## src/rtl/sysctl_port_pkg.sv

```systemverilog
// Shared constants and types for the system control port register.
// Assumes a byte-wide data path; bit positions are fixed by the behaviour.
package sysctl_port_pkg;
    localparam int unsigned CTL_W    = 8;
    localparam int unsigned TRIG_BIT = 0;
    localparam int unsigned A20_BIT  = 1;

    typedef logic [CTL_W-1:0] ctl_t;
endpackage

```

## src/rtl/sysctl_addr_dec.sv

```systemverilog
// Address decoder: qualifies the read and write strobes with a full compare
// of the bus address against the single port address.
// Assumes the strobes are valid for one cycle per access.
module sysctl_addr_dec #(
    parameter int unsigned     ADDR_W    = 16,
    parameter logic [ADDR_W-1:0] PORT_ADDR = 16'h0092
) (
    input  logic [ADDR_W-1:0] addr,
    input  logic              rd,
    input  logic              wr,
    output logic              rd_hit,
    output logic              wr_hit
);
    logic match;

    // Full-width compare so aliases in the upper address bits are rejected.
    always_comb begin
        match  = (addr == PORT_ADDR);
        rd_hit = rd && match;
        wr_hit = wr && match;
    end
endmodule

```

## src/rtl/sysctl_ctl_reg.sv

```systemverilog
// Control byte storage with two reset domains and rising-edge detection on
// the trigger bit. Power-on reset clears all bits. System reset clears only
// the trigger bit and blocks a write in the same cycle.
// Assumes both resets are synchronous and active low.
module sysctl_ctl_reg
    import sysctl_port_pkg::*;
(
    input  logic clk,
    input  logic rst_n,
    input  logic sys_rst_n,
    input  logic wr_hit,
    input  ctl_t wdata,
    output ctl_t ctl_q,
    output logic trig_set
);
    ctl_t ctl_d;

    // Next-state selection: system reset first, then an accepted write.
    always_comb begin
        ctl_d = ctl_q;
        if (!sys_rst_n) begin
            ctl_d[TRIG_BIT] = 1'b0;
        end else if (wr_hit) begin
            ctl_d = wdata;
        end
    end

    // A 0-to-1 move of the trigger bit caused by an accepted write.
    always_comb begin
        trig_set = sys_rst_n && wr_hit && wdata[TRIG_BIT] && !ctl_q[TRIG_BIT];
    end

    // Storage register; power-on reset dominates everything.
    always_ff @(posedge clk) begin
        if (!rst_n) begin
            ctl_q <= '0;
        end else begin
            ctl_q <= ctl_d;
        end
    end
endmodule

```

## src/rtl/sysctl_req_pulse.sv

```systemverilog
// Registers the trigger event into a reset request that lasts one clock.
// Assumes trig_set cannot be high on two back-to-back cycles, because the
// stored trigger bit is already 1 after the first event.
module sysctl_req_pulse (
    input  logic clk,
    input  logic rst_n,
    input  logic trig_set,
    output logic req
);
    // Registered request, cleared by power-on reset only.
    always_ff @(posedge clk) begin
        if (!rst_n) begin
            req <= 1'b0;
        end else begin
            req <= trig_set;
        end
    end
endmodule

```

## src/rtl/sysctl_port.sv

```systemverilog
// System control port register, top level. One byte at one I/O address:
// bit 1 drives the address line 20 gate, and a rising write of bit 0 issues
// a one-cycle reset request. Read data is zero unless this port is read.
// Assumes single-byte accesses and synchronous active-low resets.
module sysctl_port
    import sysctl_port_pkg::*;
#(
    parameter int unsigned       ADDR_W    = 16,
    parameter logic [ADDR_W-1:0] PORT_ADDR = 16'h0092
) (
    input  logic              clk,
    input  logic              rst_n,
    input  logic              sys_rst_n,
    input  logic [ADDR_W-1:0] bus_addr,
    input  logic [CTL_W-1:0]  bus_wdata,
    input  logic              bus_rd,
    input  logic              bus_wr,
    output logic [CTL_W-1:0]  bus_rdata,
    output logic              gate_a20,
    output logic              rst_req
);
    logic rd_hit;
    logic wr_hit;
    logic trig_set;
    ctl_t ctl_q;

    sysctl_addr_dec #(
        .ADDR_W   (ADDR_W),
        .PORT_ADDR(PORT_ADDR)
    ) u_dec (
        .addr  (bus_addr),
        .rd    (bus_rd),
        .wr    (bus_wr),
        .rd_hit(rd_hit),
        .wr_hit(wr_hit)
    );

    sysctl_ctl_reg u_reg (
        .clk      (clk),
        .rst_n    (rst_n),
        .sys_rst_n(sys_rst_n),
        .wr_hit   (wr_hit),
        .wdata    (bus_wdata),
        .ctl_q    (ctl_q),
        .trig_set (trig_set)
    );

    sysctl_req_pulse u_pulse (
        .clk     (clk),
        .rst_n   (rst_n),
        .trig_set(trig_set),
        .req     (rst_req)
    );

    // Outputs: gated read data and the A20 gate taken from the stored byte.
    always_comb begin
        bus_rdata = rd_hit ? ctl_q : '0;
        gate_a20  = ctl_q[A20_BIT];
    end
endmodule

```

## config.mk

```make
export PLATFORM = sky130hd
export DESIGN_NAME = sysctl_port
export DESIGN_NICKNAME = d
export VERILOG_FILES = /design/src/rtl/sysctl_port_pkg.sv /design/src/rtl/sysctl_addr_dec.sv /design/src/rtl/sysctl_ctl_reg.sv /design/src/rtl/sysctl_req_pulse.sv /design/src/rtl/sysctl_port.sv
export SDC_FILE = /design/constraint.sdc
export NUM_CORES = 1
export LEC_CHECK = 0
export CORE_UTILIZATION = 30
export CTS_BUF_LIST = sky130_fd_sc_hd__clkbuf_16
export DETAILED_ROUTE_END_ITERATION = 8
export DONT_BUFFER_PORTS = 1
export SLEW_MARGIN = 20
export SYNTH_ARGS = -nofsm -noshare
export SYNTH_HDL_FRONTEND = slang
export SYNTH_SLANG_ARGS = --single-unit
```

## constraint.sdc

```tcl
create_clock -name clk -period 1.1 [get_ports clk]
set_input_delay 0.11 -clock clk [delete_from_list [all_inputs] [get_ports clk]]
set_output_delay 0.11 -clock clk [all_outputs]
set_load 0.005 [all_outputs]
```

# Yosys cells after proc, flatten, opt, wreduce, memory -nomap -nowiden
# Index checks and enable logic that the tools add are counted.
[classes]
n_eq_ne = 1
mux = 1
reduce_logical = 8
[op_table]
columns = ["operator", "n"]
rows = [
  ["$eq A16 B8 Y1 const B", 1],
  ["$mux W8", 1],
  ["$logic_and A1 B1 Y1", 5],
  ["$reduce_and A2 Y1", 2],
  ["$logic_not A1 Y1", 1],
]
[totals]
regBits = 9
out_inout_bits = 10
word_cells = 13

# Logic depth before layout (Yosys ltp)
# Gate-level depths: netlist (run 1).
[depth]
word_depth = 5
depth_mapped = 5
depth_no_buf = 4

# Cells and area by module
# A second synthesis (run 1) with hierarchy kept.
[unflattened]
hier_cells = 57
area_unflattened_um2 = 485.5
[modules_own_cells]
columns = ["module", "n_inst", "cells_each", "area_each_um2"]
rows = [
  ["sysctl_ctl_reg", 1, 38, 335.3],
  ["sysctl_addr_dec", 1, 9, 73.8],
  ["sysctl_port", 1, 8, 50.0],
  ["sysctl_req_pulse", 1, 2, 26.3],
]

# Worst setup path after synthesis (run 1)
# No wires, ideal clock.
[synth_timing]
kind = "input to register"
start = "in bus_addr[2]"
end = "reg u_reg.ctl_q[1]"
setup_time_ns = 0.122
arrival_ns = 0.974
setup_slack_ns = 0.004
cell_stages = 5
path_buffers = 1
path_cell_list = "nor4b_1 -> and4_1 -> buf_6 -> nand3_4 -> mux2i_1"
[synth_between]
elab_chain_cells = 3
[synth_lines]
columns = ["element", "line_no", "rtl"]
rows = [
  ["start, declared", "sysctl_port.sv:14", "input logic [ADDR_W-1:0] bus_addr,"],
  ["$eq A16 B8 Y1", "sysctl_addr_dec.sv:18", "match = (addr == PORT_ADDR);"],
  ["$logic_and A1 B1 Y1", "sysctl_addr_dec.sv:20", "wr_hit = wr && match;"],
  ["$reduce_and A2 Y1 (no source line)", "--", ""],
  ["end signal, assigned", "sysctl_ctl_reg.sv:38", "ctl_q <= ctl_d;"],
  ["end, declared", "sysctl_ctl_reg.sv:13", "output ctl_t ctl_q,"],
]
# No other way between the ends.
# A chain may end at the register's enable or synchronous reset.

# Worst setup path after layout (run 1)
[layout_timing]
start = "in bus_addr[2]"
end = "out bus_rdata[6]"
[layout_between]
elab_chain_cells = 3
[layout_lines]
columns = ["element", "line_no", "rtl"]
rows = [
  ["$eq A16 B8 Y1", "sysctl_addr_dec.sv:18", ""],
  ["$logic_and A1 B1 Y1", "sysctl_addr_dec.sv:19", "rd_hit = rd && match;"],
  ["$mux W8", "sysctl_port.sv:57", "bus_rdata = rd_hit ? ctl_q : '0;"],
  ["end, declared", "sysctl_port.sv:18", "output logic [CTL_W-1:0] bus_rdata,"],
]
# No other way between the ends.

==> results of run 1 <==
cells by family after synthesis:
group | count (synthesis) | share of synthesized area (%)
buffers and inverters | 3 | 3.83
DFF | 9 | 36.7
muxes | 8 | 16.3
and+or+nand+nor | 33 | 43.1
worst reg2reg max path, cell delays in order (launching register included):
cell and delay (ns):
dfxtp_1 0.35, nand3_1 0.08, mux2i_1 0.12
final cells by class:
class	instances	area (um^2)
clock buffer	3	75.1
fill	156	898
sequential	9	180
clock inverter	1	3.75
multi-input combinational	41	324
tap	16	20.0
timing repair buffer	3	22.5
cells in the mapped netlist, drive strengths merged:
library cell	number	area [um^2]
buf	1	11.3
nor4b	3	38.8
nand3	3	27.5
mux2i	8	80.1
and4	1	8.76
and3	8	60.1
nor4	1	6.26
nand2	16	60.1
nor3	1	10.0
clkbuf	2	7.51
dfxtp	9	180
power by group through the flow:
stage	Combinational, uW	Clock, uW	Sequential, uW
5_1_grt	20.4	660	328
3_3_place_gp	14.3	0	333
4_1_cts	15.2	647	328
6_report	18.9	628	328
3_5_place_dp	14.5	0	333
2_1_floorplan	21.2	0	333
registers in the layout, summed over array words and instances, names as in the netlist:
signal       flops
u_reg.ctl_q      8
u_pulse.req      1
worst max path at each step:
stage / startpoint / slack, ns / cells past startpoint / end
6_report: bus_addr[2] / 0.05 / 4 / bus_rdata[6]
5_1_grt: bus_addr[8] / -0.01 / 4 / bus_rdata[4]
4_1_cts: bus_addr[12] / 0.007 / 4 / bus_rdata[0]
3_5_place_dp: bus_addr[2] / -0.09 / 4 / u_reg.ctl_q[2]
3_3_place_gp: bus_addr[2] / -0.05 / 4 / bus_rdata[0]
2_1_floorplan: bus_addr[2] / 0.004 / 5 / u_reg.ctl_q[1]
routing by layer:
| layer | global-route usage, % | part of all wire [%] | vias up |
|---|---|---|---|
| met5 | 0 | 0 | - |
| met4 | 7.50 | 0.86 | 0 |
| met3 | 7.76 | 8.4 | 2 |
| met2 | 20.0 | 53 | 12 |
| met1 | 11.9 | 38 | 179 |
| li1 | - | - | 195 |
through the flow:
stage	std cells	hold WS (ns)	instance area [um^2]	setup TNS (ns)
finish	73	0.00869	626	0
global route	73	0.0161	626	-0.0353
CTS	73	0.00394	601	0
detailed placement	68	0.249	507	-1.08
global placement	68	0.253	507	-0.715
floorplan	53	0.243	490	0
what timing repair did:
action	4_1_cts	5_1_grt
setup buffers	1	0
gates resized for setup	2	4
pin swaps	1	1
cloned	0	0
endpoints found under the setup margin	8	6
==> impl_results.md, run 1 <==
- Outcome: finished clean
- Row Count: 14
- Hold Path Depth: 2
- Max Slew Vio Count: 0
- Post-route setup slack: 0.0467 ns
- WL final: 1.05 mm
- Critical Path End Type: output port
- Die Area: 1800 um^2
- Area Growth Syn to Fin: 27.6%
- Startpoint Class: input port
- FMAX: 949 MHz
- Largest net degree at the start of global routing: 18
- Slew @ Worst Pin: 0.189 ns
- Min Clock Period, post-route: 1.05 ns
- Post-Synthesis Cells: 53
- Number of vias per cell: 5.32
- RePlAce Congestion: 0.674
- Pleak: 0.000301 uW
- Total grt overflow: 0
- Pre-CTS WS: -0.0861 ns
- Delay-heaviest family, CP: simple AND/OR/NAND/NOR gates
- Critical Path, Cell by Cell: nor4b_4, and4_4, buf_4, and3_2
- Yosys warning count: 0
- Power Density: 1560 nW/um^2
- Syn Std Cell Area: 490 um^2
- Internal reg-to-reg setup slack: 0.48 ns
- Boundary Pins: 39
- Internal: 816 uW
- Hold crit path type: input port to flop
- TritonCTS clock tree: built
- Die W: 42.4 um
- Post-route clock skew: 0.00119 ns
- Max clock buf depth: 2
- DR iter-0 viols: 1
- Data required time of the worst path: 0.99 ns
- Worst path max stage delay: 0.26 ns
- Inserted Clock Buffers: 3
- Worst Path Arrival: 0.94 ns
- Pwr Total: 975 uW
- Yosys cell types: 13
- WL/cell: 14.4 um
- Vias post-DR: 388
- Vias in the first global route: 381
- Crit path buf inv count: 1
- CP Class: input port to output port
- FF-to-FF path depth: 2
- Logic gate share of total power: 1.9%
- CP max-delay cell: and4_4
- Max-cap violation count: 0
- Global-route wire length before repair: 1.60 mm
- Flop pwr share: 33.6%
- Switch Pwr: 159 uW
- DIE HEIGHT: 42.4 um
- Syn nets: 82
- Clk pwr share: 64.4%
- Fin util: 41.1%
- Largest fanout on the critical path: 6
- Root buffer cell: clkbuf_16
- Leading cell type in the layout, fill and taps excluded: nand2_1
- Reg2reg start: u_reg.ctl_q[0]
- Hold EP: u_pulse.req
- Sw frac: 16.3%
- Core area: 1520 um^2
- Setup-failing EPs final: 0
- Antenna diodes: 0
- Worst-Skew Late Latency: 0.23 ns
- Max-slew headroom: 87.3%
- Hold Fails Final Rpt: 0
- Worst hold path startpoint: bus_wdata[0]
- GR Util All Layers: 12.4%
- Syn avg cell area: 9.25 um^2
- Yosys reg bits: 9
- Register area share after synthesis: 36.7%
- VDD IR max: 0.000930 V
- Nets: 87
- Starting density of the core: 32.2%
- Worst-path clk slew: 0.04 ns
- Commonest non-fill, non-tap cells in the layout: nand2_1, dfxtp_1, and3_2, mux2i_1
- Pre-antenna DRT Iters: 3
- Clock Sinks: 9
- Hold-fix buffers, CTS: 0
- R2r endpoint: u_reg.ctl_q[0]
- Drt drc: 0
- Final Cycle Share: 95.8%
- H-tree Lvls: 1
- ANT nets after route: 0
- Share of cells above drive strength 1: 36.8%
- PortBufs: 0
- Initial antenna violation count: 0
(Power assumes the default switching activity.)
==> run 2, diff against run 1 <==
--- a/config.mk
+++ b/config.mk
@@ -12,4 +12,5 @@
 export SLEW_MARGIN = 20
 export SYNTH_ARGS = -nofsm -noshare
 export SYNTH_HDL_FRONTEND = slang
+export SYNTH_HIERARCHICAL = 1
 export SYNTH_SLANG_ARGS = --single-unit
==> impl_results.md, run 2 <==
- WL/cell: 14.3 um
- Worst-path clk slew: 0.04 ns
- VDD IR max: 0.000841 V
- Critical Path End Type: output port
- Biggest register: u_reg/ctl_q
- Half-perimeter wire length after placement: 813 um
- Worst Path Arrival: 0.91 ns
- Syn avg cell area: 8.52 um^2
- Number of enable flip-flop cells after synthesis: 0
- Leading cell type in the layout, fill and taps excluded: dfxtp_1
- RePlAce Congestion: 0.674
- Syn Std Cell Area: 485 um^2
- Outcome: finished clean
- R2r endpoint: u_pulse/req
- Boundary Pins: 39
- Inserted Clock Buffers: 3
- Hold crit path type: input port to flop
- Worst-Skew Late Latency: 0.23 ns
- Core area: 1510 um^2
- Row Count: 14
- Max-slew headroom: 88.1%
- Reg2reg start: u_reg/ctl_q[0]
- Yosys warning count: 6
- Leading registers by flop count: u_reg/ctl_q: 8 flops, u_pulse/req: 1 flops
- DIE HEIGHT: 42.2 um
- Vias in the first global route: 410
- Register area share after synthesis: 37.1%
- Drt drc: 0
- Post-Synthesis Cells: 57
- Area contributors post-synth: dfxtp_1, and2_1, nand4_1
- Data required time of the worst path: 0.99 ns
- Clock Sinks: 9
- Pre-CTS WS: -0.0830 ns
- Postcts setup bufs: 0
- Pleak: 0.000235 uW
- Post-route clock skew: 0.000141 ns
- Total grt overflow: 0
- PortBufs: 0
- Largest fanout on the critical path: 8
- Die Area: 1780 um^2
- Share of cells above drive strength 1: 21.0%
- Min Clock Period, post-route: 1.02 ns
- Setup-failing EPs final: 0
- Startpoint Class: input port
- H-tree Lvls: 1
- M3 GR Usage: 12.1%
- Syn nets: 86
- Max clock buf depth: 2
- GR Util All Layers: 13.7%
- Global-route wire length before repair: 1.78 mm
- Commonest cells post-synth: and2_1, dfxtp_1, nand2_1, nand4_1, o21ai_1
- Busiest grt layer: met2
- WL final: 1.11 mm
- TritonCTS clock tree: built
- Yosys reg bits: 9
- Setup crit end: bus_rdata[5]
- Vias post-DR: 404
- Met1 usage: 14.9%
- Power Density: 1570 nW/um^2
- Grt met2 use: 19.7%
- Number of vias per cell: 5.18
- FMAX: 982 MHz
- Pre-antenna DRT Iters: 4
- Worst Setup SP: bus_addr[12]
- Starting density of the core: 32.2%
- Area leader, netlist: dfxtp_1
- Antenna diodes: 0
- Largest net degree at the start of global routing: 17
- FF-to-FF path depth: 2
- Max-cap violation count: 0
- Synth top area share: 37.1%
- Final Cycle Share: 92.6%
- Hold Fails Final Rpt: 0
- Max Slew Vio Count: 0
- Area Growth Syn to Fin: 28.4%
- Hold_ws: 0.00823 ns
- # fillers: 155
- ANT nets after route: 0
- Nets: 92
- Commonest non-fill, non-tap cells in the layout: dfxtp_1, nand4_1, nand2_1, and2_1, o21ai_1
- RSZ-0062 raised after global routing: true
- CP Class: input port to output port
- Slew @ Worst Pin: 0.177 ns
- Yosys cell types: 16
- Die W: 42.2 um
- Max reg flops: 8
- Root buffer cell: clkbuf_16
- Area after DPL: 519 um^2
- Setup tns final: 0 ns
- DR iter-0 viols: 5
- Post-Layout Inst Area: 623 um^2
- Initial antenna violation count: 0
- Top_reg_cell synth: dfxtp_1
- Async SR Flop Fraction: 0%
- Internal reg-to-reg setup slack: 0.37 ns
- Post-route setup slack: 0.0818 ns
## run 2: cell count changes in the layout (fill, tap and decap cells not counted), sizes merged, moves of 2 or more
cell	change
dlygate4sd3	+2
o21ai	+7
and2	+10
nand2	-8
nor4b	-2
inv	+2
nor2	+3
nand4	+8
and3	-8
nand3	-3
mux2i	-7
## run 2: power breakdown
group | internal [uW] | total [uW] | switching, uW
Combinational | 14.6 | 17.9 | 3.32
Sequential | 328 | 328 | 0.000647
Clock | 475 | 630 | 155
## run 2: critical path, stage by stage
cell and delay (ns):
nor4_4 0.24, nand4_1 0.14, nor2_1 0.12, buf_4 0.15, and2_4 0.15
## run 2: metal layers
layer,vias up,part of all wire [%],routed length [um]
met3,0,11,125
met5,-,0,0
met4,0,0,0
li1,209,-,-
met2,17,48,539
met1,178,40,448
## run 2: final cells by class
type                       instances  area (um^2)  area share (%)
clock buffer                       3         75.1            12.0
tap                               16         20.0            3.21
clock inverter                     1         3.75           0.602
inverter                           2         7.51            1.20
multi-input combinational         42          294            47.2
sequential                         9          180            28.9
timing repair buffer               5         42.5            6.83
## run 2: worst min-delay path by stage
stage / end / slack (ns) / depth (start not counted) / startpoint
CTS: u_reg/ctl_q[0] / 0.005 / 2 / rst_n
finish: u_reg/ctl_q[0] / 0.008 / 2 / rst_n
global placement: u_reg/ctl_q[0] / 0.23 / 2 / sys_rst_n
floorplan: u_pulse/req / 0.24 / 1 / rst_n
global route: u_reg/ctl_q[0] / 0.01 / 2 / rst_n
detailed placement: u_pulse/req / 0.24 / 1 / rst_n
## run 2: kinds of logic (layout without fill, tap and decap cells)
logic type / Yosys count / in the layout / synth area share [%]
AND/OR/NAND/NOR: 34 / 34 / 44.8
flip-flops: 9 / 9 / 37.1
AO/OA/AOI/OAI: 7 / 7 / 7.22
buffers and inverters: 6 / 11 / 8.76
multiplexers: 1 / 1 / 2.06
## run 2: what timing repair did
action	4_1_cts	5_1_grt
gates resized for setup	0	2
endpoints found under the hold margin	2	0
hold buffers	2	0
endpoints found under the setup margin	0	8
## run 2: per-stage QoR
step / util (%) / std cells / power (uW)
6_report: 41.4 / 78 / 975
5_1_grt: 41.4 / 78 / 1010
4_1_cts: 41.0 / 78 / 990
3_5_place_dp: 34.5 / 72 / 345
3_3_place_gp: 34.5 / 72 / 345
2_1_floorplan: - / 57 / 356
==> run 3, diff against run 2 <==
--- a/config.mk
+++ b/config.mk
@@ -9,6 +9,7 @@
 export CTS_BUF_LIST = sky130_fd_sc_hd__clkbuf_16
 export DETAILED_ROUTE_END_ITERATION = 8
 export DONT_BUFFER_PORTS = 1
+export PLACE_DENSITY_LB_ADDON = 0.25
 export SLEW_MARGIN = 20
 export SYNTH_ARGS = -nofsm -noshare
 export SYNTH_HDL_FRONTEND = slang
==> impl_results.md, run 3 (synthesis results as in run 2) <==
- Die Area: 1780 um^2
- Max-cap violation count: 0
- PortBufs: 0
- ANT nets after route: 0
- GR Util All Layers: 12.5%
- Power Density: 1570 nW/um^2
- WL/cell: 13.9 um
- FMAX: 990 MHz
- Worst Path Arrival: 0.90 ns
- Row Count: 14
- # fillers: 152
- Data required time of the worst path: 0.99 ns
- Final Cycle Share: 91.8%
- DR iter-0 viols: 8
- Post-Layout Inst Area: 618 um^2
- TritonCTS clock tree: built
- Worst-path clk slew: 0.04 ns
- Leading cell type in the layout, fill and taps excluded: dfxtp_1
- Global-route wire length before repair: 1.64 mm
- Area after DPL: 527 um^2
- Leading registers by flop count: u_reg/ctl_q: 8 flops, u_pulse/req: 1 flops
- WL final: 1.08 mm
- Largest net degree at the start of global routing: 17
- Setup tns final: 0 ns
- Max Slew Vio Count: 0
- Total grt overflow: 0
- R2r endpoint: u_pulse/req
- Max clock buf depth: 2
- Internal reg-to-reg setup slack: 0.37 ns
- Hold_ws: 0.00425 ns
- Worst hold path startpoint: rst_n
- Vias in the first global route: 352
- Setup-failing EPs final: 0
- Dpl cells: 73
- DIE HEIGHT: 42.2 um
- Post-route clock skew: 0.000282 ns
- Inserted Clock Buffers: 3
- Max-slew headroom: 88.0%
- Hold Fails Final Rpt: 0
- Number of vias per cell: 5.24
- Antenna diodes: 0
- VDD IR max: 0.000919 V
- RePlAce Congestion: 0.699
- Min Clock Period, post-route: 1.01 ns
- Startpoint Class: input port
- Postcts setup bufs: 0
- Post-Layout Cell Count: 78
- Half-perimeter wire length after placement: 800 um
- Largest fanout on the critical path: 8
- Hold crit path type: input port to flop
- Initial antenna violation count: 0
- Reg2reg start: u_reg/ctl_q[0]
- Die W: 42.2 um
- Starting density of the core: 32.2%
- Pre-antenna DRT Iters: 4
- Area Growth Syn to Fin: 27.3%
- Core area: 1510 um^2
- Fin util: 41.0%
- H-tree Lvls: 1
- Hold EP: u_pulse/req
- Hold Path Depth: 1
- Commonest non-fill, non-tap cells in the layout: dfxtp_1, and2_1, nand4_1, nand2_1, o21ai_1
- Share of cells above drive strength 1: 21.0%
- Boundary Pins: 39
- Outcome: finished clean
- Critical Path End Type: output port
- Clock Sinks: 9
- Pleak: 0.000236 uW
- Biggest register: u_reg/ctl_q
- Slew @ Worst Pin: 0.179 ns
- Nets: 92
- CP Class: input port to output port
- Max reg flops: 8
- Worst-Skew Late Latency: 0.23 ns
- Drt drc: 0
- Root buffer cell: clkbuf_16
- Vias post-DR: 409
- RSZ-0062 raised after global routing: false
- FF-to-FF path depth: 2
==> run 3: repair_timing <==
action,in CTS,in global routing
setup endpoints to repair,0,7
endpoints found under the hold margin,1,0
resized for setup,0,1
hold buffers,1,0
==> run 3: cell type report <==
cell class / count / area, um^2 / area share (%)
clock buffer: 3 / 75.1 / 12.1
clock inverter: 1 / 3.75 / 0.607
inverter: 2 / 7.51 / 1.21
multi-input combinational: 42 / 292 / 47.2
sequential: 9 / 180 / 29.1
tap: 16 / 20.0 / 3.24
timing repair buffer: 5 / 40.0 / 6.48
==> run 3: metrics by stage <==
step	setup slack [ns]	total power, uW
after floorplan	-0.151	356
after CTS	0.0758	978
final	0.0897	969
after global placement	-0.0541	345
after global routing	0.00764	1000
after detailed placement	-0.0743	345
==> run 3: how the worst max path moves through the flow <==
| stage | slack [ns] | cells after the start | endpoint | from |
|---|---|---|---|---|
| 4_1_cts | 0.08 | 5 | bus_rdata[4] | bus_addr[6] |
| 5_1_grt | 0.008 | 5 | bus_rdata[5] | bus_addr[12] |
| 2_1_floorplan | -0.15 | 8 | u_pulse/req | bus_addr[12] |
| 3_3_place_gp | -0.05 | 6 | u_reg/ctl_q[0] | bus_addr[6] |
| 3_5_place_dp | -0.07 | 6 | u_reg/ctl_q[0] | bus_addr[6] |
| 6_report | 0.09 | 5 | bus_rdata[5] | bus_addr[6] |
==> run 3: power by group <==
group,internal [uW],switching [uW],leakage (uW)
combinational,12.2,2.88,0.000121
sequential,328,0.000622,0.0000724
clock,474,152,0.0000423
total,814,155,0.000236
==> run 3: critical path, stage by stage <==
cell and delay [ns]:
nor4b_4 0.24, nand4_1 0.14, nor2_1 0.11, buf_4 0.15, and2_1 0.14
==> run 3: routing by layer <==
layer / wire length (um) / GRT usage, % / up-vias
li1: - / - / 209
met1: 439 / 13.7 / 180
met2: 493 / 17.5 / 20
met3: 148 / 11.2 / 0
met4: 0 / 3.75 / 0
met5: 0 / 0 / -
